### config.mk
export PLATFORM = sky130hd
export DESIGN_NAME = biphase_cell_recover
export DESIGN_NICKNAME = d
export VERILOG_FILES = /design/src/rtl/bpc_pkg.sv /design/src/rtl/bpc_runcount.sv /design/src/rtl/bpc_classify.sv /design/src/rtl/biphase_cell_recover.sv
export SDC_FILE = /design/constraint.sdc
export NUM_CORES = 1
export LEC_CHECK = 0
export ABC_AREA = 1
export ABC_CLOCK_PERIOD_IN_PS = 2250
export BUFFER_PORTS_ARGS = -buffer_cell sky130_fd_sc_hd__buf_2
export CAP_MARGIN = 10
export CORE_ASPECT_RATIO = 2
export CORE_MARGIN = 4
export CORE_UTILIZATION = 35
export DETAILED_ROUTE_END_ITERATION = 10
export PLACE_DENSITY = 0.5
export REMOVE_ABC_BUFFERS = 1
export SYNTH_ARGS = -nofsm -noshare
export SYNTH_HDL_FRONTEND = slang
export SYNTH_SLANG_ARGS = --single-unit
### constraint.sdc
create_clock -name clk -period 2.25 [get_ports clk]
set_input_delay 0.5625 -clock clk [delete_from_list [all_inputs] [get_ports clk]]
set_output_delay 0.5625 -clock clk [all_outputs]
set_load 0.005 [all_outputs]
### src/rtl/bpc_pkg.sv
package bpc_pkg;
  // Event strobes the run counter hands to the classifier
  typedef struct packed {
    logic runEnd;  // polarity changed this cycle; the previous run is complete
    logic runLvl;  // polarity of the run that just ended
  } runEvt_t;
endpackage

### src/rtl/bpc_runcount.sv
module bpc_runcount
  import bpc_pkg::*;
#(
  parameter int CNT_W = 4
) (
  input  logic             clk,
  input  logic             rstN,
  input  logic             lineIn,
  output runEvt_t          evt,
  output logic [CNT_W-1:0] runLen
);
  localparam logic [CNT_W-1:0] CNT_MAX = {CNT_W{1'b1}};
  localparam logic [CNT_W-1:0] CNT_ONE = {{(CNT_W-1){1'b0}}, 1'b1};

  logic syncA, syncB, prevLvl;
  logic [1:0] fillCnt;
  logic [CNT_W-1:0] runCount;
  logic edgeSeen;

  // compare only once syncA, syncB and prevLvl all hold real line samples
  assign edgeSeen = (fillCnt == 2'd3) && (syncB != prevLvl);

  always_ff @(posedge clk) begin
    if (!rstN) begin
      syncA    <= 1'b0;
      syncB    <= 1'b0;
      prevLvl  <= 1'b0;
      fillCnt  <= 2'd0;
      runCount <= '0;
    end else begin
      syncA   <= lineIn;
      syncB   <= syncA;
      prevLvl <= syncB;
      if (fillCnt != 2'd3) fillCnt <= fillCnt + 2'd1;
      if (edgeSeen) runCount <= CNT_ONE;
      else if (runCount != CNT_MAX) runCount <= runCount + CNT_ONE;
    end
  end

  assign evt.runEnd = edgeSeen;
  assign evt.runLvl = prevLvl;
  assign runLen     = runCount;

  // saturated counter holds its value while the line stays put
  p_no_overflow_r7: assert property (@(posedge clk) disable iff (!rstN)
    (runCount == CNT_MAX && !edgeSeen) |=> (runCount == CNT_MAX));

  // a completed run always has at least one sample
  p_run_nonzero_r8: assert property (@(posedge clk) disable iff (!rstN)
    evt.runEnd |-> (runLen != '0));
endmodule

### src/rtl/bpc_classify.sv
module bpc_classify
  import bpc_pkg::*;
#(
  parameter int CNT_W = 4
) (
  input  logic             clk,
  input  logic             rstN,
  input  runEvt_t          evt,
  input  logic [CNT_W-1:0] runLen,
  output logic             cellValid,
  output logic             cellBit,
  output logic             runError,
  output logic             lockLost
);
  // run-length class limits for roughly 2.88 samples per cell
  localparam int LIM_ONE = 3;
  localparam int LIM_TWO = 6;
  localparam int LIM_TRI = 9;

  int unsigned lenI;
  logic [1:0] cellsNeeded;
  logic lenBad, lenLock;
  logic primed, take;

  logic [1:0] activeRem, activeRemN;
  logic activeLvl, activeLvlN;
  logic holdValid, holdValidN;
  logic [1:0] holdCnt, holdCntN;
  logic holdLvl, holdLvlN;
  logic slotFree;

  assign lenI = int'(runLen);

  always_comb begin
    lenBad  = 1'b0;
    lenLock = 1'b0;
    if (lenI <= LIM_ONE) begin
      cellsNeeded = 2'd1;
      lenBad      = (lenI <= 1);
    end else if (lenI <= LIM_TWO) begin
      cellsNeeded = 2'd2;
      lenBad      = (lenI == LIM_ONE + 1);
    end else if (lenI <= LIM_TRI) begin
      cellsNeeded = 2'd3;
      lenBad      = (lenI == LIM_TWO + 1);
    end else begin
      cellsNeeded = 2'd3;
      lenBad      = 1'b1;
      lenLock     = 1'b1;
    end
  end

  assign take = evt.runEnd && primed;

  always_comb begin
    activeRemN = (activeRem != 2'd0) ? activeRem - 2'd1 : 2'd0;
    activeLvlN = activeLvl;
    holdValidN = holdValid;
    holdCntN   = holdCnt;
    holdLvlN   = holdLvl;
    slotFree   = (activeRemN == 2'd0);
    if (slotFree && holdValid) begin
      activeRemN = holdCnt;
      activeLvlN = holdLvl;
      holdValidN = 1'b0;
    end
    if (take) begin
      if (slotFree && !holdValid) begin
        activeRemN = cellsNeeded;
        activeLvlN = evt.runLvl;
      end else begin
        holdValidN = 1'b1;
        holdCntN   = cellsNeeded;
        holdLvlN   = evt.runLvl;
      end
    end
  end

  always_ff @(posedge clk) begin
    if (!rstN) begin
      primed    <= 1'b0;
      activeRem <= 2'd0;
      activeLvl <= 1'b0;
      holdValid <= 1'b0;
      holdCnt   <= 2'd0;
      holdLvl   <= 1'b0;
      cellValid <= 1'b0;
      cellBit   <= 1'b0;
      runError  <= 1'b0;
      lockLost  <= 1'b0;
    end else begin
      if (evt.runEnd) primed <= 1'b1;
      activeRem <= activeRemN;
      activeLvl <= activeLvlN;
      holdValid <= holdValidN;
      holdCnt   <= holdCntN;
      holdLvl   <= holdLvlN;
      cellValid <= (activeRem != 2'd0);
      cellBit   <= (activeRem != 2'd0) ? activeLvl : 1'b0;
      runError  <= take && lenBad;
      lockLost  <= take && lenLock;
    end
  end

  // loss of lock is always reported as an error too
  p_lock_has_err_r7: assert property (@(posedge clk) disable iff (!rstN)
    lockLost |-> runError);

  // a waiting run only exists behind one that is still sending
  p_hold_behind_r10: assert property (@(posedge clk) disable iff (!rstN)
    holdValid |-> (activeRem != 2'd0));

  // a run that leaves cells still owed keeps sending on the next cycle
  p_burst_r5: assert property (@(posedge clk) disable iff (!rstN)
    (activeRem > 2'd1) |=> cellValid);

  // the run in progress at reset release yields no event
  p_first_run_r8: assert property (@(posedge clk) disable iff (!rstN)
    !primed |=> (activeRem == 2'd0 && !holdValid));
endmodule

### src/rtl/biphase_cell_recover.sv
module biphase_cell_recover
  import bpc_pkg::*;
#(
  parameter int CNT_W = 4
) (
  input  logic clk,
  input  logic rstN,
  input  logic lineIn,
  output logic cellValid,
  output logic cellBit,
  output logic runError,
  output logic lockLost
);
  runEvt_t evt;
  logic [CNT_W-1:0] runLen;

  bpc_runcount #(.CNT_W(CNT_W)) uCount (
    .clk    (clk),
    .rstN   (rstN),
    .lineIn (lineIn),
    .evt    (evt),
    .runLen (runLen)
  );

  bpc_classify #(.CNT_W(CNT_W)) uClass (
    .clk       (clk),
    .rstN      (rstN),
    .evt       (evt),
    .runLen    (runLen),
    .cellValid (cellValid),
    .cellBit   (cellBit),
    .runError  (runError),
    .lockLost  (lockLost)
  );

  // no error flags while cells cannot yet have been classified
  p_quiet_reset_r1: assert property (@(posedge clk) disable iff (!rstN)
    $rose(rstN) |-> (!cellValid && !runError && !lockLost));
endmodule

==> impl_metrics.yaml <==
power:
  switching_share_pct: 25.2
  p_per_area_nw_per_um2: 674
  power_frac_comb_pct: 10.9
  pwr-share-clk_pct: 33.9
  intPower_uw: 547
  pwr-share-seq_pct: 55.3
  ir_drop_v: 0.000377
  p_sw_uw: 185
  p_leak_uw: 0.000543
synthesis:
  ys_warn_count: 0
  synth-xor-area-share_pct: 2.68
  synth_ff_type: "dfxtp_1"
  synth.top_cells.by_area: "dfxtp_1 43%, nand2_1 13%, inv_1 8.4%"
  synth_top_area_share_pct: 42.9
  synthesis.instances: 136
  yosys.area_share.simple_pct: 31.4
  yosysSeqAreaShare_pct: 42.9
  synthMuxAreaShare_pct: 0
  synthAdderAreaFrac_pct: 7.65
  synth_common_cells: "33 x nand2_1, 22 x inv_1, 22 x nor2_1"
  ys_async_sr_fraction_pct: 0
  synth_top_family_by_area: "simple AND/OR/NAND/NOR gates"
  syn-cell-area_um2: 981
  synth-compound-area-share_pct: 6.12
  synth-edff-count: 0
  synth_area_leader_cell: "dfxtp_1"
  synth-seq-cells: 21
  yosysMostFrequentCell: "nand2_1"
  avgSynthCellArea_um2: 7.21
  ys_types: 19
placement:
  io_buffers: 6
  post-place-ws_ps: 906
  hpwlAfterDp_mm: 1.63
  place_area_um2: 1040
  dp.cells: 169
  globalplace.congestion: 0.810
cts:
  path_clk_slew_ps: 80
  clock_latency_ps: 260
  holdBufCountCts: 0
  cts_tree: "yes"
  post_cts_buffers: 0
  clock_path_buffers: 2
  cts_root_buffer: "clkbuf_8"
  cts_resized: 0
  cts_htree_levels: 1
  numCtsBuffers: 3
  cts_num_sinks: 21
worst_setup_path:
  crit_fanout: 7
  r2r_start: "uCount.fillCnt[0]"
  setup.worst_path.start: "uCount.fillCnt[0]"
  rrSetupSlack_ps: 920
  end_kind: "flip-flop"
  crit_path_start_kind: "flip-flop"
  critPathKind: "reg2reg"
  crit_required_ps: 2400
  cp.arrival_ps: 1480
final_layout:
  n_antenna_cell: 0
  final.fill_count: 277
  nets: 155
  final_area_um2: 1090
  multi_input_area_um2: 469
  drive_gt1_share_pct: 8.97
  regArea_um2: 420
  fin_cells: 173
  area_growth_syn_to_layout_pct: 10.7
  final_util_pct: 41.2
floorplanning:
  dieArea_um2: 3770
  core_area_um2: 2640
  start_util_pct: 37.2
  die_y_um: 82.9
  rows: 26
  io_pins: 7
  die_w_um: 45.4
grt:
  overflow: 0
  grt_pass1_vias: 840
  grt_max_degree: 13
  antenna_found_initial: 0
  grt_pass1_wl_mm: 3.62
  grtUsageTotal_pct: 12.7
sta:
  tightest_slew_ps: 319
  layout_min_cycle_time_ps: 1330
  tns_ps: 0
  maxSlewViolCount: 0
  rsz0062_at_grt: "no"
  hold_viol: 0
  setup_slack_ps: 919
  slew_headroom_pct: 78.7
  max_clock_freq_mhz: 751
  fin_crit_sh_pct: 59.2
  clock_skew_ps: 4.80
  setup_viol: 0
routing:
  num_vias: 836
  avgRoutedWirePerCell_um: 12.0
  drt_drc_violations_left: 0
  vias_per_cell: 4.83
  first_iter_violations: 11
  dr.pass1.iters: 4
  drtAntennaViolNets: 0
  wirelength_mm: 2.07
flow_run:
  drv_cap: 0
min_path:
  hp-start: "uCount.syncA"
  hp-class: "reg2reg"
status:
  status: "finished, final reports clean"
state kept, by name (all words and copies together), names as in the netlist:
register,count
uClass.cellValid,1
uClass.activeLvl,1
uClass.cellBit,1
uClass.holdCnt,2
uCount.syncB,1
uCount.fillCnt,2
uClass.runError,1
uClass.holdLvl,1
uClass.activeRem,2
uClass.holdValid,1
uCount.prevLvl,1
uClass.lockLost,1
uCount.runLen,4
uCount.syncA,1
uClass.primed,1
metal layers:
| metal | vias up | wire (um) | track usage [%] |
|---|---|---|---|
| met5 | - | 0 | 0 |
| met2 | 13 | 1130 | 21.0 |
| li1 | 431 | - | - |
| met1 | 384 | 797 | 13.8 |
| met4 | 0 | 100 | 8.27 |
| met3 | 8 | 45 | 1.95 |
critical path: stages (launching register included):
cell and delay [ps]:
dfxtp_1 350, ha_1 290, nand2_2 100, nor2_4 130, nand3_4 120, nor2_1 160
nor2_1 60
worst paths after layout:
path | endpoint | cells after the start
worst max-delay path | uClass.holdCnt[0] | 6
worst min-delay path | uCount.syncB | 2
worst max register to register | uClass.holdCnt[0] | 6
worst min register to register | uCount.syncB | 2
cells by family after synthesis:
family                     after synthesis
xor gates and xnor gates                 3
AOI/OAI and AO/OA                       12
buffers and inverters                   24
DFF                                     21
and+or+nand+nor                         70
adders and majority gates                6
layout by cell type, fill, tap and decap left out:
master	Yosys	layout
nand2_1	33	33
inv_1	22	22
nor2_1	22	22
dfxtp_1	21	21
nand3_1	7	7
a21oi_1	6	6
ha_1	6	6
buf_2	1	6
o21ai_0	5	5
xor2_1	3	3
clkbuf_8	0	3
nor3_1	2	2
nor3b_1	1	1
nand4_1	1	1
o21ai_1	1	1
nand2_2	1	1
nor2_4	1	1
nand3_4	1	1
inv_2	1	1
nand3b_1	1	1
clkbuf_1	0	1
stage by stage:
stage                     power, uW  hold slack [ps]
after floorplan                 470              390
after global placement          492              400
after detailed placement        493              408
after CTS                       741              429
after global routing            774              464
final                           732              424
cell type report:
type | instances | area share (%)
sequential | 21 | 38.7
multi-input combinational | 91 | 43.2
clock buffer | 4 | 4.15
inverter | 23 | 7.95
timing repair buffer | 6 | 2.76
tap | 28 | 3.23
power by group through the flow:
stage / combinational, uW / clock (uW) / sequential [uW]
detailed placement: 79.4 / 0 / 414
floorplan: 60.2 / 0 / 410
CTS: 80.2 / 255 / 405
global placement: 78.8 / 0 / 413
finish: 79.5 / 248 / 405
global route: 94.2 / 273 / 407
Power figures use the tool's default switching activity.
